===== config.mk =====
export PLATFORM = sky130hd
export DESIGN_NAME = uart_irq_unit
export DESIGN_NICKNAME = d
export VERILOG_FILES = /design/src/rtl/uart_irq_pkg.sv /design/src/rtl/irq_event_map.sv /design/src/rtl/irq_sticky_bit.sv /design/src/rtl/irq_mask_reg.sv /design/src/rtl/uart_irq_unit.sv
export SDC_FILE = /design/constraint.sdc
export NUM_CORES = 1
export LEC_CHECK = 0
export BUFFER_PORTS_ARGS = -buffer_cell sky130_fd_sc_hd__buf_2
export CAP_MARGIN = 0
export CORE_MARGIN = 10
export CORE_UTILIZATION = 41
export CTS_BUF_LIST = sky130_fd_sc_hd__clkbuf_8
export CTS_CLUSTER_DIAMETER = 50
export DETAILED_ROUTE_END_ITERATION = 8
export HOLD_SLACK_MARGIN = 0.15
export MAX_ROUTING_LAYER = met4
export PLACE_DENSITY = 0.77
export SYNTH_ARGS = -nofsm -noshare
export SYNTH_HDL_FRONTEND = slang
export SYNTH_HIERARCHICAL = 1
export SYNTH_SLANG_ARGS = --single-unit

===== constraint.sdc =====
create_clock -name clk -period 0.8 [get_ports clk]
set_input_delay 0.16 -clock clk [delete_from_list [all_inputs] [get_ports clk]]
set_output_delay 0.16 -clock clk [all_outputs]
set_load 0.05 [all_outputs]

===== src/rtl/uart_irq_pkg.sv =====
package uart_irq_pkg;
  localparam int NSRC = 8;

  localparam int B_TX_A    = 0;
  localparam int B_RX_A    = 1;
  localparam int B_BRK_A   = 2;
  localparam int B_CTR     = 3;
  localparam int B_TX_B    = 4;
  localparam int B_RX_B    = 5;
  localparam int B_BRK_B   = 6;
  localparam int B_IN_CHG  = 7;

  // Positions held in a flop; the others mirror a level.
  localparam logic [NSRC-1:0] STICKY_SEL =
    NSRC'((1 << B_RX_A) | (1 << B_BRK_A) | (1 << B_CTR) |
          (1 << B_RX_B) | (1 << B_BRK_B) | (1 << B_IN_CHG));

  typedef logic [NSRC-1:0] src_vec_t;

  // Set has priority over clear.
  function automatic logic sticky_next(input logic q, input logic set, input logic clr);
    return set | (q & ~clr);
  endfunction

  function automatic logic irq_active(input src_vec_t st, input src_vec_t msk);
    return |(st & msk);
  endfunction
endpackage


===== src/rtl/irq_event_map.sv =====
module irq_event_map
  import uart_irq_pkg::*;
(
  input  logic     ev_in_change,
  input  logic     rd_in_change,
  input  logic     ev_brk_a,
  input  logic     cmd_brk_ack_a,
  input  logic     ev_brk_b,
  input  logic     cmd_brk_ack_b,
  input  logic     ev_rx_a,
  input  logic     rd_rx_a,
  input  logic     ev_rx_b,
  input  logic     rd_rx_b,
  input  logic     ev_ctr_ready,
  input  logic     cmd_ctr_stop,
  input  logic     tx_rdy_a,
  input  logic     tx_rdy_b,
  output src_vec_t set_v,
  output src_vec_t clr_v,
  output src_vec_t lvl_v
);
  always_comb begin
    set_v = '0;
    clr_v = '0;
    lvl_v = '0;
    set_v[B_IN_CHG] = ev_in_change;  clr_v[B_IN_CHG] = rd_in_change;
    set_v[B_BRK_A]  = ev_brk_a;      clr_v[B_BRK_A]  = cmd_brk_ack_a;
    set_v[B_BRK_B]  = ev_brk_b;      clr_v[B_BRK_B]  = cmd_brk_ack_b;
    set_v[B_RX_A]   = ev_rx_a;       clr_v[B_RX_A]   = rd_rx_a;
    set_v[B_RX_B]   = ev_rx_b;       clr_v[B_RX_B]   = rd_rx_b;
    set_v[B_CTR]    = ev_ctr_ready;  clr_v[B_CTR]    = cmd_ctr_stop;
    lvl_v[B_TX_A]   = tx_rdy_a;
    lvl_v[B_TX_B]   = tx_rdy_b;
  end
endmodule


===== src/rtl/irq_sticky_bit.sv =====
module irq_sticky_bit
  import uart_irq_pkg::*;
(
  input  logic clk,
  input  logic rst_n,
  input  logic set_i,
  input  logic clr_i,
  output logic q_o
);
  always_ff @(posedge clk) begin
    if (!rst_n) q_o <= 1'b0;
    else        q_o <= sticky_next(q_o, set_i, clr_i);
  end

  a_r10_set_wins: assert property (@(posedge clk) disable iff (!rst_n)
    set_i |=> q_o);
  a_r7_clear_alone: assert property (@(posedge clk) disable iff (!rst_n)
    (clr_i && !set_i) |=> !q_o);
  a_r6_hold_idle: assert property (@(posedge clk) disable iff (!rst_n)
    (q_o && !clr_i) |=> q_o);
endmodule


===== src/rtl/irq_mask_reg.sv =====
module irq_mask_reg
  import uart_irq_pkg::*;
(
  input  logic     clk,
  input  logic     rst_n,
  input  logic     we,
  input  src_vec_t wdata,
  output src_vec_t q
);
  always_ff @(posedge clk) begin
    if (!rst_n)  q <= '0;
    else if (we) q <= wdata;
  end

  a_r11_mask_load: assert property (@(posedge clk) disable iff (!rst_n)
    we |=> (q == $past(wdata)));
  a_r11_mask_hold: assert property (@(posedge clk) disable iff (!rst_n)
    !we |=> $stable(q));
endmodule


===== src/rtl/uart_irq_unit.sv =====
module uart_irq_unit
  import uart_irq_pkg::*;
(
  input  logic            clk,
  input  logic            rst_n,
  input  logic            ev_in_change,
  input  logic            rd_in_change,
  input  logic            ev_brk_a,
  input  logic            cmd_brk_ack_a,
  input  logic            ev_brk_b,
  input  logic            cmd_brk_ack_b,
  input  logic            ev_rx_a,
  input  logic            rd_rx_a,
  input  logic            ev_rx_b,
  input  logic            rd_rx_b,
  input  logic            ev_ctr_ready,
  input  logic            cmd_ctr_stop,
  input  logic            tx_rdy_a,
  input  logic            tx_rdy_b,
  input  logic            mask_we,
  input  logic [NSRC-1:0] mask_wdata,
  output logic [NSRC-1:0] status,
  output logic [NSRC-1:0] mask,
  output logic            irq_n
);
  src_vec_t set_v, clr_v, lvl_v;
  src_vec_t status_w, mask_w;
  logic     hit_w;

  irq_event_map u_map (
    .ev_in_change (ev_in_change),
    .rd_in_change (rd_in_change),
    .ev_brk_a     (ev_brk_a),
    .cmd_brk_ack_a(cmd_brk_ack_a),
    .ev_brk_b     (ev_brk_b),
    .cmd_brk_ack_b(cmd_brk_ack_b),
    .ev_rx_a      (ev_rx_a),
    .rd_rx_a      (rd_rx_a),
    .ev_rx_b      (ev_rx_b),
    .rd_rx_b      (rd_rx_b),
    .ev_ctr_ready (ev_ctr_ready),
    .cmd_ctr_stop (cmd_ctr_stop),
    .tx_rdy_a     (tx_rdy_a),
    .tx_rdy_b     (tx_rdy_b),
    .set_v        (set_v),
    .clr_v        (clr_v),
    .lvl_v        (lvl_v)
  );

  for (genvar i = 0; i < NSRC; i++) begin : g_src
    if (STICKY_SEL[i]) begin : g_sticky
      irq_sticky_bit u_bit (
        .clk  (clk),
        .rst_n(rst_n),
        .set_i(set_v[i]),
        .clr_i(clr_v[i]),
        .q_o  (status_w[i])
      );
    end else begin : g_mirror
      assign status_w[i] = lvl_v[i];
    end
  end

  irq_mask_reg u_mask (
    .clk  (clk),
    .rst_n(rst_n),
    .we   (mask_we),
    .wdata(mask_wdata),
    .q    (mask_w)
  );

  assign hit_w  = irq_active(status_w, mask_w);
  assign status = status_w;
  assign mask   = mask_w;
  assign irq_n  = ~hit_w;

  // the pin only moves when status or mask moved.
  a_r3_pin_follows_inputs: assert property (@(posedge clk) disable iff (!rst_n)
    !$stable(irq_n) |-> (!$stable(status_w) || !$stable(mask_w)));
  // a zero mask keeps the pin high.
  a_r2_zero_mask_quiet: assert property (@(posedge clk) disable iff (!rst_n)
    (mask_w == '0) |-> irq_n);
  // a channel A break acknowledge leaves channel B's break bit untouched.
  a_r6_brk_b_isolated: assert property (@(posedge clk) disable iff (!rst_n)
    (status_w[B_BRK_B] && !cmd_brk_ack_b) |=> status_w[B_BRK_B]);
  // an input-change read with no new event clears bit 7.
  a_r5_in_change_clear: assert property (@(posedge clk) disable iff (!rst_n)
    (rd_in_change && !ev_in_change) |=> !status_w[B_IN_CHG]);
endmodule


==> results.json <==
{
  "status": "finished with violations",
  "violations": "setup timing",
  "final_common_cell": "buf_2",
  "timing.rr.start": "g_src[6].g_sticky.u_bit/q_o$_SDFF_PN0_",
  "antenna_found_initial": 0,
  "synth_area_um2": 693,
  "grt_use_met2_pct": 18.5,
  "grt_pass1_vias": 614,
  "grt_max_degree": 15,
  "globalplace.congestion": 0.667,
  "drv_slew": 0,
  "grt_pass1_wl_um": 2860,
  "crit_type": "reg -> out",
  "routed_via_density": 4.78,
  "crit_path_max_fanout": 2,
  "overflow": 0,
  "core_um2": 1560,
  "p_per_area_nw_per_um2": 1780,
  "relSlewSlack_pct": 82.5,
  "nNetsFinal": 129,
  "layout_min_cycle_time_ns": 1.32,
  "crit_required_ns": 0.64,
  "route.detailed.wl_per_inst_um": 15.8,
  "clk_path_buf_depth": 2,
  "crit_path_end_kind": "output pin",
  "drt_iter0_markers": 6,
  "cp-start-kind": "flop",
  "clock_latency_ns": 0.24,
  "wirelength_um": 1880,
  "syn-num-nets": 87,
  "critPathLaunch": "g_src[6].g_sticky.u_bit/q_o$_SDFF_PN0_",
  "ir_drop_mv": 1.26,
  "cts_tree": "built",
  "cts_sinks": 14,
  "fp.dieW_um": 61.1,
  "dp_cells": 114,
  "final_cell_mix": "26 x buf_2, 13 x buf_8, 11 x buf_6, 9 x dfxtp_4, 8 x nor2b_1",
  "grtUsageMet1_pct": 10.6,
  "drive_above_1_share_pct": 78.6,
  "avgSynthCellArea_um2": 11.2,
  "fin_ws_ns": -0.517,
  "finalSetupTns_ns": -3.16,
  "worst_pin_slew_ns": 0.262,
  "num_rows": 14,
  "die_area_um2": 3740,
  "skew_ns": 0,
  "cap_violations": 0,
  "initial_utilization_pct": 44.5,
  "gr-max-usage-layer": "met2",
  "fillers": 100,
  "met3_usage_pct": 2.26,
  "min_path_type": "in -> reg",
  "yosysWarnings": 6,
  "gr-usage-all-layers_pct": 10.8,
  "rsz0062_at_grt": "yes",
  "cp.arrival_ns": 1.16,
  "finalInstanceArea_um2": 1180,
  "clk_pin_slew_ns": 0.06,
  "h-tree-depth": 1,
  "cts_buffers": 3,
  "dr.pass1.iters": 2,
  "hold_viol": 0,
  "final.period_utilization_pct": 165,
  "dp_hpwl_um": 1400,
  "timing.hold.ws_ns": 0.123,
  "synth_cells": 62,
  "cts-root-buf": "clkbuf_8",
  "hold_start": "ev_brk_a",
  "fmax_mhz": 759,
  "placed_cell_area_um2": 920,
  "ant_nets": 0,
  "syn_to_final_growth_pct": 69.9,
  "setup_viol": 23,
  "die_height_um": 61.1,
  "p_leak_nw": 0.541,
  "port_buffers": 41,
  "fin_cells": 119,
  "num_vias": 569,
  "drc_errors": 0,
  "antennaDiodeCount": 0,
  "boundaryPins": 42
}
==> area by class of cell <==
type | count | area (µm²) | area share, %
tap | 16 | 20.0 | 1.70
timing repair buffer | 52 | 464 | 39.4
sequential | 14 | 320 | 27.2
clock buffer | 4 | 55.1 | 4.68
multi-input combinational | 33 | 318 | 27.0
==> worst max-delay path: stages, from the launching register on <==
cell	delay, ns
dfxtp_4	0.35
a22oi_2	0.19
and4_4	0.23
buf_8	0.14
==> where the power goes <==
group / switching (mW) / total, mW / internal, mW
combinational: 0.329 / 0.645 / 0.316
sequential: 0.0393 / 0.775 / 0.736
clock: 0.239 / 0.674 / 0.435
==> state kept, by name (all words and copies together) (netlist names) <==
name	cells
g_src.g_sticky.u_bit/q_o	6
u_mask/q	8
==> through the flow <==
step	total power [mW]	worst slack (ns)	utilization, %
after detailed placement	1.28	-0.401	59.0
after CTS	2.12	-0.526	75.7
after global routing	2.20	-0.559	75.5
after global placement	1.27	-0.361	59.0
after floorplan	1.15	-0.277	-
final	2.09	-0.517	75.5
==> worst paths after layout <==
kind	depth (start not counted)	to	slack, ns
max	3	irq_n	-0.52
min	2	g_src[2].g_sticky.u_bit/q_o$_SDFF_PN0_	0.12
max reg2reg	3	g_src[6].g_sticky.u_bit/q_o$_SDFF_PN0_	-0.07
min reg2reg	2	u_mask/q[4]$_SDFFE_PN0P_	0.55
==> repair_timing <==
item,in CTS,in global routing
hold endpoints to repair,6,6
pin swaps,2,0
resized for setup,55,5
buffers inserted,2,4
endpoints found under the setup margin,21,24
==> layer usage <==
metal	vias to the layer above	share of wire (%)
li1	279	-
met1	256	33
met2	28	56
met3	6	8.5
met4	0	1.9
met5	-	0
(Power assumes the default switching activity.)
